`src/rtl/hdlc_filt_pkg.sv`:
```
package hdlc_filt_pkg;

    typedef enum logic [1:0] {
        ST_IDLE = 2'd0,   // waiting for an opening flag
        ST_LO   = 2'd1,   // waiting for first address byte
        ST_HI   = 2'd2,   // waiting for second address byte
        ST_DONE = 2'd3    // decision made, ignore rest of frame
    } filt_st_e;

endpackage

```
`src/rtl/hdlc_addr_cmp.sv`:
```
module hdlc_addr_cmp #(
    parameter int AW = 16
) (
    input  logic [AW-1:0] word_i,
    input  logic [AW-1:0] ref_i,
    input  logic [AW-1:0] mask_i,
    output logic          hit_o
);

    always_comb begin
        hit_o = ((word_i ^ ref_i) & mask_i) == '0;
    end

endmodule

```
`src/rtl/hdlc_addr_prio.sv`:
```
module hdlc_addr_prio #(
    parameter int N    = 4,
    parameter int IW   = (N > 1) ? $clog2(N) : 1
) (
    input  logic [N-1:0]  hit_i,
    output logic          any_o,
    output logic [IW-1:0] idx_o
);

    always_comb begin
        any_o = |hit_i;
        idx_o = '0;
        for (int k = N - 1; k >= 0; k--) begin
            if (hit_i[k]) begin
                idx_o = IW'(k);
            end
        end
    end

endmodule

```
`src/rtl/hdlc_addr_filter.sv`:
```
module hdlc_addr_filter
    import hdlc_filt_pkg::*;
#(
    parameter int NUM_ADDR = 4,
    parameter int BYTE_W   = 8,
    localparam int AW      = 2 * BYTE_W,
    localparam int IDX_W   = (NUM_ADDR > 1) ? $clog2(NUM_ADDR) : 1
) (
    input  logic                   clk_i,
    input  logic                   rst_i,
    input  logic                   flag_i,
    input  logic                   byte_vld_i,
    input  logic [BYTE_W-1:0]      byte_i,
    input  logic                   eof_i,
    input  logic [NUM_ADDR*AW-1:0] addr_i,
    input  logic [AW-1:0]          mask_i,
    output logic                   dec_vld_o,
    output logic                   accept_o,
    output logic [IDX_W-1:0]       match_idx_o
);

    typedef struct packed {
        filt_st_e                st;
        logic [BYTE_W-1:0]       lo;
        logic [NUM_ADDR*AW-1:0]  addr;
        logic [AW-1:0]           mask;
        logic                    dec_vld;
        logic                    accept;
        logic [IDX_W-1:0]        idx;
    } filt_state_t;

    localparam filt_state_t RST_STATE = '{
        st:      ST_IDLE,
        lo:      '0,
        addr:    '0,
        mask:    '0,
        dec_vld: 1'b0,
        accept:  1'b0,
        idx:     '0
    };

    filt_state_t r_q, r_d;

    logic [AW-1:0]       cmp_word;
    logic [NUM_ADDR-1:0] hit_vec;
    logic                any_hit;
    logic [IDX_W-1:0]    hit_idx;
    logic                short_mode;

    // Compare word: in the second-byte state the new byte is the high half,
    // otherwise the incoming byte is the low half with the upper half zero.
    always_comb begin
        if (r_q.st == ST_HI) begin
            cmp_word = {byte_i, r_q.lo};
        end else begin
            cmp_word = {{BYTE_W{1'b0}}, byte_i};
        end
        short_mode = (r_q.mask[AW-1:BYTE_W] == '0);
    end

    for (genvar g = 0; g < NUM_ADDR; g++) begin : g_cmp
        hdlc_addr_cmp #(
            .AW (AW)
        ) u_cmp (
            .word_i (cmp_word),
            .ref_i  (r_q.addr[g*AW +: AW]),
            .mask_i (r_q.mask),
            .hit_o  (hit_vec[g])
        );
    end

    hdlc_addr_prio #(
        .N  (NUM_ADDR),
        .IW (IDX_W)
    ) u_prio (
        .hit_i (hit_vec),
        .any_o (any_hit),
        .idx_o (hit_idx)
    );

    always_comb begin
        r_d         = r_q;
        r_d.dec_vld = 1'b0;
        r_d.accept  = 1'b0;
        r_d.idx     = '0;

        if (flag_i) begin
            r_d.st   = ST_LO;
            r_d.lo   = '0;
            r_d.addr = addr_i;
            r_d.mask = mask_i;
        end else if (eof_i) begin
            if ((r_q.st == ST_LO) || (r_q.st == ST_HI)) begin
                r_d.dec_vld = 1'b1;
            end
            r_d.st = ST_IDLE;
        end else if (byte_vld_i) begin
            unique case (r_q.st)
                ST_LO: begin
                    r_d.lo = byte_i;
                    if (short_mode) begin
                        r_d.dec_vld = 1'b1;
                        r_d.accept  = any_hit;
                        r_d.idx     = any_hit ? hit_idx : '0;
                        r_d.st      = ST_DONE;
                    end else begin
                        r_d.st = ST_HI;
                    end
                end
                ST_HI: begin
                    r_d.dec_vld = 1'b1;
                    r_d.accept  = any_hit;
                    r_d.idx     = any_hit ? hit_idx : '0;
                    r_d.st      = ST_DONE;
                end
                default: begin
                    r_d.st = r_q.st;
                end
            endcase
        end
    end

    always_ff @(posedge clk_i) begin
        if (rst_i) begin
            r_q <= RST_STATE;
        end else begin
            r_q <= r_d;
        end
    end

    assign dec_vld_o   = r_q.dec_vld;
    assign accept_o    = r_q.accept;
    assign match_idx_o = r_q.idx;

endmodule

```
`config.mk`:
```
export PLATFORM = sky130hd
export DESIGN_NAME = hdlc_addr_filter
export DESIGN_NICKNAME = d
export VERILOG_FILES = /design/src/rtl/hdlc_filt_pkg.sv /design/src/rtl/hdlc_addr_cmp.sv /design/src/rtl/hdlc_addr_prio.sv /design/src/rtl/hdlc_addr_filter.sv
export SDC_FILE = /design/constraint.sdc
export NUM_CORES = 1
export LEC_CHECK = 0
export BUFFER_PORTS_ARGS = -buffer_cell sky130_fd_sc_hd__buf_2
export CORE_MARGIN = 4
export CORE_UTILIZATION = 56
export CTS_BUF_LIST = sky130_fd_sc_hd__clkbuf_4
export CTS_CLUSTER_SIZE = 16
export DETAILED_ROUTE_END_ITERATION = 10
export GPL_TIMING_DRIVEN = 1
export PLACE_DENSITY = 0.93
export SLEW_MARGIN = 0
export SYNTH_ARGS = -nofsm -noshare
export SYNTH_HDL_FRONTEND = slang
export SYNTH_SLANG_ARGS = --single-unit
```
`constraint.sdc`:
```
create_clock -name clk_i -period 2.8 [get_ports clk_i]
set_input_delay 0.28 -clock clk_i [delete_from_list [all_inputs] [get_ports clk_i]]
set_output_delay 0.28 -clock clk_i [all_outputs]
set_load 0.05 [all_outputs]
```
Word-level counts from Yosys, hierarchy flattened
Cells that the tools add are included.

storage, ports and cells
  output and inout bits = 4
  register bits = 94
  word-level logic and storage cells = 54
  bits of input ports = 93

cells by class
  equality and inequality tests = 2
  reductions and logical operators = 16
  bitwise logic cells = 10
  mux-type cells = 18

operators with widths
  cell                                                                    number
  16-bit bitwise AND                                                      4
  16-bit logical NOT                                                      4
  16-bit bitwise XOR                                                      4
  9-bit 2-to-1 mux                                                        2
  16-bit 2-to-1 mux                                                       1
  8-bit 2-to-1 mux                                                        2
  2-bit 2-to-1 mux                                                        5
  8-bit logical NOT                                                       1
  4-bit 2-to-1 mux                                                        2
  4-bit case mux with 2 select lines                                      1
  4-bit OR reduction                                                      2
  1-bit 2-to-1 mux                                                        4
  2-bit case mux with 2 select lines                                      1
  2-bit AND reduction                                                     2
  4-bit nonzero test                                                      1
  3-bit AND reduction                                                     1
  3-bit nonzero test                                                      1
  3-bit OR reduction                                                      1
  2-bit by 1-bit equality test with 1-bit output (second input constant)  1
  2-bit equality test (second input constant)                             1
  1-bit inverter                                                          2
  2-bit nonzero test                                                      1
  2-bit OR reduction                                                      1
  1-bit logical OR                                                        1

Logic depth before layout (Yosys ltp)
  word-level depth = 14
  depth in mapped cells = 11
  mapped depth without buffers = 9

Cells and area by module
A second synthesis with hierarchy kept.

second synthesis, totals
  cells, all modules = 451
  area total of the unflattened synthesis = 4479.3 µm²

by module, submodules not included
  module            sequential area each (µm²)  times used  area each (µm²)  cells each
  hdlc_addr_filter  1881.8                      1           3578.4           336
  hdlc_addr_cmp     0.0                         4           216.5            27
  hdlc_addr_prio    0.0                         1           35.0             7

Least setup slack after synthesis
No wires, ideal clock.

  kind = register -> register
  start point = register r_q[92] (netlist bit)
  end point = register r_q, in the netlist match_idx_o[0]
  library setup time = 114 ps
  slack = 748 ps
  arrival time = 1938 ps
  cell stages (with the launch flop) = 12
  buffers on the path = 2
  period minus slack after synthesis = 2052 ps
  data required time = 2686 ps
  cells stage by stage = dfxtp_1 inv_1 ha_1 buf_6 buf_6 nand2_4 xnor2_1 a22oi_1 nand4_1 or3_1 a21oi_1 nor2_1

between the ends
  word-level cells in the longest chain between the ends = 12
  elaborated cells between the ends (all ways) = 23
  those cells by class = eq/ne: 2; mux: 8; bitwise: 8; reduce/logical: 5

ends and longest elaborated chain
  what                                    line                                              text
  from (decl)                             hdlc_addr_filter.sv:42                            filt_state_t r_q, r_d;
  from (signal assigned)                  hdlc_addr_filter.sv:127                           r_q <= r_d;
  2-bit equality test                     hdlc_addr_filter.sv:53, hdlc_addr_filter.sv:98
  16-bit 2-to-1 mux                       hdlc_addr_filter.sv:53                            if (r_q.st == ST_HI) begin
  16-bit bitwise XOR                      hdlc_addr_cmp.sv:11                               hit_o = ((word_i ^ ref_i) & mask_i) == '0;
  16-bit bitwise AND                      hdlc_addr_cmp.sv:11
  16-bit logical NOT                      hdlc_addr_cmp.sv:11
  2-bit 2-to-1 mux (4 in a row)           hdlc_addr_prio.sv:14                              if (hit_i[k]) begin
  2-bit 2-to-1 mux                        hdlc_addr_filter.sv:104, hdlc_addr_filter.sv:113
  4-bit 2-to-1 mux                        hdlc_addr_filter.sv:101                           if (short_mode) begin
  4-bit case mux with 2 select lines (*)  hdlc_addr_filter.sv:98                            unique case (r_q.st)

Every way passes the cells marked *; elsewhere a longest branch is shown, timed or not.
A chain may end at the register's enable or synchronous reset.

Worst setup path in the final report
  start point = register r_q[93] (netlist bit)
  end point = register r_q, in the netlist match_idx_o[0]

The elaborated chain is that of the path after synthesis.

==> results.yml <==
drt:
  dr_wl_met2_mm: 5.09
  top_layer_used: "met4"
  wl_met3_um: 749
  vias: 3624
  wl_per_cell_um: 17.0
  antenna_left: 0
  drt-total-wl_mm: 11.1
  drt-met1-wl_mm: 5.04
  drc: 0
  dr.pass1.iters: 5
  viasPerCell: 5.55
  first_iter_violations: 246
power_and_ir_drop:
  power_uw: 2540
  pwr_density_cell_mw_per_mm2: 492
  ir_drop_uv: 256
  power_leakage_uw: 0.00225
die:
  start_util_pct: 57.9
  dieArea_sq_mm: 0.00953
  die_y_um: 97.6
  fp-row-count: 32
  io_pins: 97
  core-area_sq_mm: 0.00777
  fp.dieW_um: 97.6
sta:
  hold_viol: 0
  fin_worst_skew_ns: 0.0163
  setup_tns_ns: 0
  min_period_ns: 2.29
  slew_headroom_pct: 47.3
  min_period_over_period_pct: 81.6
  grt_setup_unrepaired: "false"
  setup_viol: 0
  drv_slew: 0
  worst_slew_pin_slew_ns: 0.790
  max_freq_mhz: 437
logic_synthesis:
  syn_area_sq_mm: 0.00450
  synthesis.nets: 554
  syn_inst: 459
  yosys_warnings: 0
  yosysSeqAreaShare_pct: 41.8
  ys_types: 31
  postSynthAreaPerCell_sq_um: 9.81
  synth-seq-cells: 94
setup_path:
  worstSetupPathType: "register to register"
  crit_chain: "ha_1 > buf_12 > mux2i_4 > xnor2_1 > a22oi_1 > nand2_1 > or3_1 > a21oi_1 > nor2_1"
  start_kind: "register"
  crit_slowest_cell: "dfxtp_1"
  cp_max_fo: 18
  timing.critical_path.arrival_ns: 2.63
  max_stage_delay_ns: 0.39
  setup.worst_path.end_class: "register"
  required_ns: 3.15
grt:
  grt_pass1_wl_mm: 17.9
  antenna_found_initial: 0
  gr-total-overflow: 0
  grt_max_degree: 82
  grtUsageTotal_pct: 23.3
  grt_pass1_vias: 3668
cells_and_area:
  final_common_cell: "buf_2"
  syn_to_final_growth_pct: 14.7
  drive_above_1_share_pct: 24.3
  mostFrequentLayoutCells: "buf_2 (95), dfxtp_1 (94), nor2_1 (87)"
  fin_nets: 642
  n_antenna_cell: 0
clocking:
  cts_tree: "built"
  path_clk_slew_ns: 0.13
  clk_latency_ns: 0.45
  clk_path_buf_depth: 2
  cts_hold_buf: 0
  cts.sinks: 94
  cts_buffers: 9
  cts_root_buf: "clkbuf_4"
  h-tree-depth: 3
  cts_setup_buffers: 0
  cts_resized: 0
placed_design:
  dp.final_hpwl_mm: 8.33
  gp_congestion: 0.936
  port_buffers: 96
job:
  drv_cap: 0
outcome:
  status: "finished clean"
worst_hold_path:
  min_path_type: "input pin to register"
[routing by layer]
metal	up-vias	track usage (%)
met5	-	0
met4	0	10.5
met3	21	4.67
met2	147	35.6
met1	1703	31.8
li1	1753	-
[final timing paths]
path	slack [ns]	depth (start not counted)	startpoint	endpoint
setup / recovery	0.51	9	r_q[93]	match_idx_o[0]
hold / removal	0.05	2	eof_i	r_q[93]
setup reg to reg	0.51	9	r_q[93]	match_idx_o[0]
hold reg to reg	0.52	2	r_q[87]	r_q[87]
[flip-flops by register name, summed over array words and instances, names as in the netlist]
name and flops:
r_q 90, accept_o 1, dec_vld_o 1, match_idx_o 2
[power breakdown]
| part | leakage [uW] | internal (uW) | switching, uW |
|---|---|---|---|
| sequential | 0.000774 | 1410 | 74.2 |
| combinational | 0.00142 | 216 | 209 |
| clock | 0.0000514 | 174 | 456 |
| total | 0.00225 | 1800 | 739 |
[metrics by stage]
stage	hold slack [ns]	std cells	cell area (sq um)	util [%]	setup WS, ns
2_1_floorplan	0.359	459	4500	-	0.748
3_3_place_gp	0.475	638	5050	65.0	0.606
3_5_place_dp	0.492	638	5050	65.0	0.568
4_1_cts	0.0219	653	5160	66.4	0.542
5_1_grt	0.0416	653	5160	66.4	0.395
6_report	0.0453	653	5160	66.4	0.514
[kinds of logic after synthesis]
logic type,after synthesis,synth area share [%]
AOI/OAI and AO/OA,46,7.26
xor gates and xnor gates,64,12.5
adders and majority gates,2,0.556
buffers and inverters,27,2.75
DFF,94,41.8
muxes,88,21.6
and+or+nand+nor,138,13.6
[cells in the mapped netlist, drive strengths merged]
library cell | count | area (sq um)
nand3 | 8 | 40.0
inv | 2 | 7.51
nor3 | 6 | 35.0
a21o | 1 | 7.51
nor2 | 87 | 327
a21oi | 10 | 50.1
nor2b | 2 | 12.5
o21ai | 1 | 5.00
nor4 | 3 | 18.8
nand2 | 25 | 134
nand2b | 1 | 6.26
a22oi | 32 | 245
nand4 | 4 | 25.0
mux2i | 88 | 972
o41a | 1 | 11.3
or3 | 1 | 6.26
clkbuf | 13 | 48.8
dfxtp | 94 | 1880
a211oi | 1 | 7.51
buf | 12 | 67.6
ha | 2 | 25.0
xnor2 | 64 | 561
or2 | 1 | 6.26
[cell type report]
class | instances | area (sq um)
clock buffer | 9 | 67.6
clock inverter | 6 | 40.0
fill | 611 | 2610
inverter | 2 | 7.51
multi-input combinational | 338 | 2490
sequential | 94 | 1880
tap | 102 | 128
timing repair buffer | 102 | 541
[critical path, delay by kind of cell, from the launching register on]
| kind | cells | cell delay, ns |
|---|---|---|
| XOR/XNOR | 1 | 0.11 |
| adder cells (fa/ha/maj) | 1 | 0.23 |
| multiplexers | 1 | 0.37 |
| buffers and inverters | 1 | 0.23 |
| AO/OA/AOI/OAI | 2 | 0.35 |
| flip-flops | 1 | 0.39 |
| AND/OR/NAND/NOR | 3 | 0.49 |
Note: power is estimated with default switching activity, not from simulation.
